==> src/rtl/wdt_pair_pkg.sv <==
package wdt_pair_pkg;
  localparam int unsigned ADDR_W  = 3;
  localparam int unsigned DATA_W  = 8;
  localparam int unsigned NUM_WDT = 2;

  localparam logic [ADDR_W-1:0] A_KICK     = 3'd0;
  localparam logic [ADDR_W-1:0] A_MAIN_PER = 3'd1;
  localparam logic [ADDR_W-1:0] A_MAIN_CTL = 3'd2;
  localparam logic [ADDR_W-1:0] A_AUX_PER  = 3'd3;
  localparam logic [ADDR_W-1:0] A_AUX_CTL  = 3'd4;
  localparam logic [ADDR_W-1:0] A_CAUSE    = 3'd5;

  localparam int unsigned MAIN_EN_BIT = 0;
  localparam int unsigned AUX_EN_BIT  = 4;
  localparam int unsigned CAUSE_BIT   = 6;

  function automatic int unsigned en_bit_of(input int unsigned idx);
    return (idx == 0) ? MAIN_EN_BIT : AUX_EN_BIT;
  endfunction

  function automatic logic [ADDR_W-1:0] per_addr_of(input int unsigned idx);
    return (idx == 0) ? A_MAIN_PER : A_AUX_PER;
  endfunction

  function automatic logic [ADDR_W-1:0] ctl_addr_of(input int unsigned idx);
    return (idx == 0) ? A_MAIN_CTL : A_AUX_CTL;
  endfunction
endpackage

==> src/rtl/wdt_prescaler.sv <==
module wdt_prescaler #(
  parameter int unsigned DIV = 50000
) (
  input  logic clk_i,
  input  logic rst_ni,
  output logic tick_o
);
  localparam int unsigned CW = (DIV > 1) ? $clog2(DIV) : 1;
  localparam logic [CW-1:0] LAST = CW'(DIV - 1);

  logic [CW-1:0] cnt_q;

  assign tick_o = (cnt_q == LAST);

  always_ff @(posedge clk_i or negedge rst_ni) begin
    if (!rst_ni)     cnt_q <= '0;
    else if (tick_o) cnt_q <= '0;
    else             cnt_q <= cnt_q + 1'b1;
  end
endmodule

==> src/rtl/wdt_regs.sv <==
module wdt_regs
  import wdt_pair_pkg::*;
#(
  parameter int unsigned EXP_W   = 4,
  parameter int unsigned DEF_EXP = 15
) (
  input  logic                            clk_i,
  input  logic                            rst_ni,
  input  logic                            we_i,
  input  logic [ADDR_W-1:0]               addr_i,
  input  logic [DATA_W-1:0]               wdata_i,
  output logic [DATA_W-1:0]               rdata_o,
  input  logic                            fire_main_i,
  output logic [NUM_WDT-1:0][EXP_W-1:0]   exp_o,
  output logic [NUM_WDT-1:0]              en_o,
  output logic [NUM_WDT-1:0]              load_o,
  output logic                            cause_o
);
  localparam logic [DATA_W-1:0] PER_RST = DATA_W'(DEF_EXP);

  logic [NUM_WDT-1:0][DATA_W-1:0] per_q;
  logic [NUM_WDT-1:0][DATA_W-1:0] ctl_q;
  logic                           cause_q;
  logic                           kick_wr;
  logic                           cause_clr;

  assign kick_wr   = we_i && (addr_i == A_KICK);
  assign cause_clr = we_i && (addr_i == A_CAUSE) && wdata_i[CAUSE_BIT];

  for (genvar g = 0; g < NUM_WDT; g++) begin : g_inst
    localparam int unsigned      EN_BIT = en_bit_of(g);
    localparam logic [ADDR_W-1:0] PER_A = per_addr_of(g);
    localparam logic [ADDR_W-1:0] CTL_A = ctl_addr_of(g);

    logic wr_per, wr_ctl;
    assign wr_per = we_i && (addr_i == PER_A);
    assign wr_ctl = we_i && (addr_i == CTL_A);

    always_ff @(posedge clk_i or negedge rst_ni) begin
      if (!rst_ni) begin
        per_q[g] <= PER_RST;
        ctl_q[g] <= '0;
      end else begin
        if (wr_per) per_q[g] <= wdata_i;
        if (wr_ctl) ctl_q[g] <= wdata_i;
      end
    end

    assign en_o[g]   = ctl_q[g][EN_BIT];
    assign exp_o[g]  = per_q[g][EXP_W-1:0];
    // reload on service bit or on enable 0->1
    assign load_o[g] = (kick_wr && wdata_i[g]) ||
                       (wr_ctl && wdata_i[EN_BIT] && !ctl_q[g][EN_BIT]);
  end

  always_ff @(posedge clk_i or negedge rst_ni) begin
    if (!rst_ni) cause_q <= 1'b0;
    else         cause_q <= (cause_q && !cause_clr) || fire_main_i;
  end

  assign cause_o = cause_q;

  always_comb begin
    rdata_o = '0;
    case (addr_i)
      A_MAIN_PER: rdata_o = per_q[0];
      A_MAIN_CTL: rdata_o = ctl_q[0];
      A_AUX_PER:  rdata_o = per_q[1];
      A_AUX_CTL:  rdata_o = ctl_q[1];
      A_CAUSE:    rdata_o = DATA_W'(cause_q) << CAUSE_BIT;
      default:    rdata_o = '0;
    endcase
  end
endmodule

==> src/rtl/wdt_countdown.sv <==
module wdt_countdown #(
  parameter int unsigned EXP_W = 4,
  parameter bit          PULSE = 1'b1
) (
  input  logic             clk_i,
  input  logic             rst_ni,
  input  logic             tick_i,
  input  logic             en_i,
  input  logic             load_i,
  input  logic [EXP_W-1:0] exp_i,
  output logic             alarm_o
);
  localparam int unsigned CNT_W = 1 << EXP_W;
  localparam logic [CNT_W-1:0] ONE = CNT_W'(1);

  logic [CNT_W-1:0] cnt_q;
  logic             expired_q;
  logic             step;
  logic             hit;

  assign step = en_i && tick_i && !expired_q && (cnt_q != '0);
  assign hit  = !load_i && step && (cnt_q == ONE);

  always_ff @(posedge clk_i or negedge rst_ni) begin
    if (!rst_ni) begin
      cnt_q     <= '0;
      expired_q <= 1'b0;
    end else if (load_i) begin
      cnt_q     <= ONE << exp_i;
      expired_q <= 1'b0;
    end else if (!en_i) begin
      expired_q <= 1'b0;
    end else if (step) begin
      cnt_q <= cnt_q - ONE;
      if (cnt_q == ONE) expired_q <= 1'b1;
    end
  end

  if (PULSE) begin : g_pulse
    logic fire_q;
    always_ff @(posedge clk_i or negedge rst_ni) begin
      if (!rst_ni) fire_q <= 1'b0;
      else         fire_q <= hit;
    end
    assign alarm_o = fire_q;
  end else begin : g_level
    assign alarm_o = expired_q;
  end
endmodule

==> src/rtl/wdt_pair.sv <==
module wdt_pair
  import wdt_pair_pkg::*;
#(
  parameter int unsigned CLK_PER_MS         = 50000,
  parameter int unsigned EXP_W              = 4,
  parameter int unsigned DEFAULT_TIMEOUT_MS = 30000
) (
  input  logic              clk_i,
  input  logic              rst_ni,
  input  logic              we_i,
  input  logic [ADDR_W-1:0] addr_i,
  input  logic [DATA_W-1:0] wdata_i,
  output logic [DATA_W-1:0] rdata_o,
  output logic              sys_rst_req_o,
  output logic              fan_full_o
);
  localparam int unsigned MAX_EXP = (1 << EXP_W) - 1;
  localparam int unsigned RAW_EXP = $clog2(DEFAULT_TIMEOUT_MS);
  localparam int unsigned DEF_EXP = (RAW_EXP > MAX_EXP) ? MAX_EXP : RAW_EXP;

  logic                          tick;
  logic [NUM_WDT-1:0][EXP_W-1:0] wdt_exp;
  logic [NUM_WDT-1:0]            wdt_en;
  logic [NUM_WDT-1:0]            wdt_load;
  logic [NUM_WDT-1:0]            wdt_alarm;
  logic                          cause_flag;

  wdt_prescaler #(.DIV(CLK_PER_MS)) u_presc (
    .clk_i  (clk_i),
    .rst_ni (rst_ni),
    .tick_o (tick)
  );

  wdt_regs #(.EXP_W(EXP_W), .DEF_EXP(DEF_EXP)) u_regs (
    .clk_i       (clk_i),
    .rst_ni      (rst_ni),
    .we_i        (we_i),
    .addr_i      (addr_i),
    .wdata_i     (wdata_i),
    .rdata_o     (rdata_o),
    .fire_main_i (wdt_alarm[0]),
    .exp_o       (wdt_exp),
    .en_o        (wdt_en),
    .load_o      (wdt_load),
    .cause_o     (cause_flag)
  );

  // instance 0 pulses a reset request, instance 1 holds a level alarm
  for (genvar g = 0; g < NUM_WDT; g++) begin : g_wdt
    wdt_countdown #(.EXP_W(EXP_W), .PULSE(g == 0)) u_cnt (
      .clk_i   (clk_i),
      .rst_ni  (rst_ni),
      .tick_i  (tick),
      .en_i    (wdt_en[g]),
      .load_i  (wdt_load[g]),
      .exp_i   (wdt_exp[g]),
      .alarm_o (wdt_alarm[g])
    );
  end

  assign sys_rst_req_o = wdt_alarm[0];
  assign fan_full_o    = wdt_alarm[1];
endmodule

==> config.mk <==
export PLATFORM = sky130hd
export DESIGN_NAME = wdt_pair
export DESIGN_NICKNAME = d
export VERILOG_FILES = /design/src/rtl/wdt_pair_pkg.sv /design/src/rtl/wdt_prescaler.sv /design/src/rtl/wdt_regs.sv /design/src/rtl/wdt_countdown.sv /design/src/rtl/wdt_pair.sv
export SDC_FILE = /design/constraint.sdc
export NUM_CORES = 1
export LEC_CHECK = 0
export BUFFER_PORTS_ARGS = -buffer_cell sky130_fd_sc_hd__buf_2
export CAP_MARGIN = 20
export CORE_MARGIN = 2
export CORE_UTILIZATION = 37
export CTS_CLUSTER_DIAMETER = 200
export DETAILED_ROUTE_END_ITERATION = 8
export GPL_TIMING_DRIVEN = 0
export HOLD_SLACK_MARGIN = 0.08
export PLACE_DENSITY = 0.5
export SYNTH_ARGS = -nofsm -noshare
export SYNTH_HDL_FRONTEND = slang
export SYNTH_SLANG_ARGS = --single-unit
==> constraint.sdc <==
create_clock -name clk_i -period 5.1 [get_ports clk_i]
set_input_delay 1.02 -clock clk_i [delete_from_list [all_inputs] [get_ports clk_i]]
set_output_delay 1.02 -clock clk_i [all_outputs]
set_load 0.01 [all_outputs]
==> flow_summary.yaml <==
die:
  fp-row-count: 41
  coreArea_sq_um: 12500
  start_util: 0.375
  die_area_sq_um: 13500
  chipWidth_microns: 116
  die_y_microns: 116
  ioPinCount: 24
grt:
  grt_pass1_wl_microns: 18000
  grt_use_total: 0.176
  grt_max_degree: 54
  globalRouteOverflowTotal: 0
  antenna_found_initial: 0
  grt_pass1_vias: 3498
cts:
  cts_tree: "built"
  cts_root_buf: "clkbuf_16"
  post_cts_buffers: 0
  clockBufferDepth: 2
  ctsHoldBuffers: 0
  clkLatencyLatePin_ns: 0.35
  cts.sinks: 84
  numCtsBuffers: 9
  cts_max_level: 3
  post_cts_resized: 0
  clk_pin_slew_ns: 0.06
logic_synthesis:
  synth_common_cells: "dfrtp_1, mux2_2, a21oi_1, nor2_1, nand2_1"
  synthCells: 457
  yosysSeqAreaShare: 0.452
  synth.distinct_cells: 59
  avgSynthCellArea_sq_um: 10.2
  synth.most_common_cell: "dfrtp_1"
  async_flop_share: 1.00
  yosys.area.top_type: "dfrtp_1"
  ys_warn_count: 0
  synth-seq-cells: 84
  synth.area.top_cells: "dfrtp_1, mux2_2, dfstp_2, xor2_1, a21oi_1"
  synth_area_sq_um: 4670
  synth_ff_type: "dfrtp_1"
  synth_edf_count: 0
  synth_nets: 478
  yosysTopAreaCellShare: 0.407
power_and_ir_drop:
  p_leak_nw: 2.12
  peakVddDrop_mv: 0.224
  p_per_area_nw_per_um2: 377
sta:
  tightest_slew_ns: 0.998
  slew_viol_final: 0
  rsz0062_at_grt: "false"
  finalClockSkew_ns: 0.00622
  max_freq_mhz: 288
  setup_violations: 0
  fin_setup_tns_ns: 0
  maxSlewHeadroom: 0.328
  hold_violations: 0
  min_period_over_period: 0.680
  min_period_ns: 3.47
route:
  wl_per_cell_microns: 16.6
  vias: 3701
  firstDrtPassIters: 5
  finalWirelength_microns: 11100
  drtIter0Drc: 243
  drc: 0
  viasPerCell: 5.53
  drtAntennaViolNets: 0
cells_and_area:
  fin_cells: 669
  synthToLayoutAreaGrowth_pct: 14.4
  drive_above_1_share: 0.211
  antenna_cells: 0
  nets: 513
  num-fill-cells: 1215
placed_design:
  dp_cells: 653
  gp_routability_congestion: 0.835
  dp_hpwl_microns: 7930
  io_buffer_count: 22
critical_path:
  crit_slowest_cell: "nor2_1"
  cp_max_fo: 10
  cp_common_cell: "buf_2"
  criticalPathCategory: "input port to output pin"
  crit_required_ns: 4.08
  setup.worst_path.start_class: "input port"
  worstSetupEndpointType: "output pin"
  arrival_ns: 2.45
  crit_chain: "buf_2 > clkbuf_1 > nand2b_1 > nor2_1 > nand2_1 > o21ai_0 > buf_2"
  cpPeakStageDelay_ns: 0.41
hold_path:
  hp-class: "flip-flop to flip-flop"
outcome:
  status: "finished, final reports clean"
flow_run:
  cap_viol_max_count: 0
==> flip-flops by register name (all words and copies together) (netlist names) <==
name,cells
u_regs.per_q,8
u_regs.en_o,2
u_regs.cause_o,1
u_regs.exp_o,8
g_wdt.u_cnt.expired_q,1
u_regs.ctl_q,14
u_presc.cnt_q,16
g_wdt.u_cnt.cnt_q,32
g_wdt.u_cnt.alarm_o,2
==> kinds of logic after synthesis <==
logic type	Yosys count	share of synthesized area
and+or+nand+nor	159	0.199
AOI/OAI and AO/OA	99	0.137
DFF	84	0.452
muxes	42	0.101
buffers and inverters	35	0.0335
xor gates and xnor gates	31	0.0581
adders and majority gates	7	0.0188
==> area by class of cell <==
type	count	area [sq um]	area share
inverters	9	33.8	0.00632
multi-input cells	338	2400	0.450
repair buffers	24	148	0.0276
plain buffers	26	123	0.0230
flip-flops and latches	84	2110	0.395
well taps	172	215	0.0403
clock inverters	6	70.1	0.0131
clock buffers	10	239	0.0447
==> worst max-delay path, delay by kind of cell <==
family          cells  cell delay [ns]
buf+inv             3             0.66
compound gates      1             0.10
simple gates        3             0.66
==> path summary, 6_finish.rpt <==
path / endpoint / startpoint / slack (ns) / cells past startpoint
setup / recovery: rdata_o[3] / addr_i[2] / 1.63 / 7
hold / removal: u_presc.cnt_q[0] / u_presc.cnt_q[0] / 0.46 / 1
setup reg to reg: g_wdt[1].u_cnt.cnt_q[5] / u_presc.cnt_q[13] / 2.43 / 5
hold reg to reg: u_presc.cnt_q[0] / u_presc.cnt_q[0] / 0.46 / 1
max in group asynchronous: u_regs.exp_o[0] / rst_ni / 3.83 / 2
min in group asynchronous: g_wdt[1].u_cnt.cnt_q[2] / rst_ni / 0.61 / 1
==> where the power goes <==
group          internal, mW  switching (mW)
registers             0.795          0.0977
logic                 0.194           0.243
clock network         0.397           0.289
==> placed cells by master, fill, tap and decap left out, types with 3 or more instances in the layout <==
cell type and count:
or4_1 6, or4_4 3, o211ai_1 7, o21ai_0 23
a2111oi_2 3, buf_1 3, a211oi_1 3, ha_1 7
a21oi_1 26, nand2b_1 3, nand4_1 18, xnor2_1 13
nand2_1 24, dfstp_2 8, nor2b_1 11, or2_2 3
nand3_1 17, mux2_2 40, buf_2 21, nor3_1 6
inv_1 9, clkbuf_16 9, dfrtp_1 76, a31oi_1 16
nor4_1 9, or3_1 10, nor2_1 26, xor2_1 18
clkbuf_1 19, a22oi_1 7, and3_1 4
==> per-stage QoR <==
step | power, mW | area, sq um | hold WS (ns) | worst slack [ns] | utilization
2_1_floorplan | 1.20 | 4670 | 0.424 | 2.02 | -
3_3_place_gp | 1.32 | 5000 | 0.441 | 1.60 | 0.401
3_5_place_dp | 1.34 | 5030 | 0.453 | 1.61 | 0.404
4_1_cts | 2.04 | 5340 | 0.462 | 1.59 | 0.429
5_1_grt | 2.13 | 5340 | 0.495 | 1.48 | 0.429
6_report | 2.02 | 5340 | 0.457 | 1.63 | 0.429
==> routing by layer <==
layer  wire length [microns]  global-route usage
met5                       0                   0
met4                     172              0.0643
met3                     497              0.0441
met2                    5190               0.272
met1                    5230               0.239
Note: power is estimated with default switching activity, not from simulation.
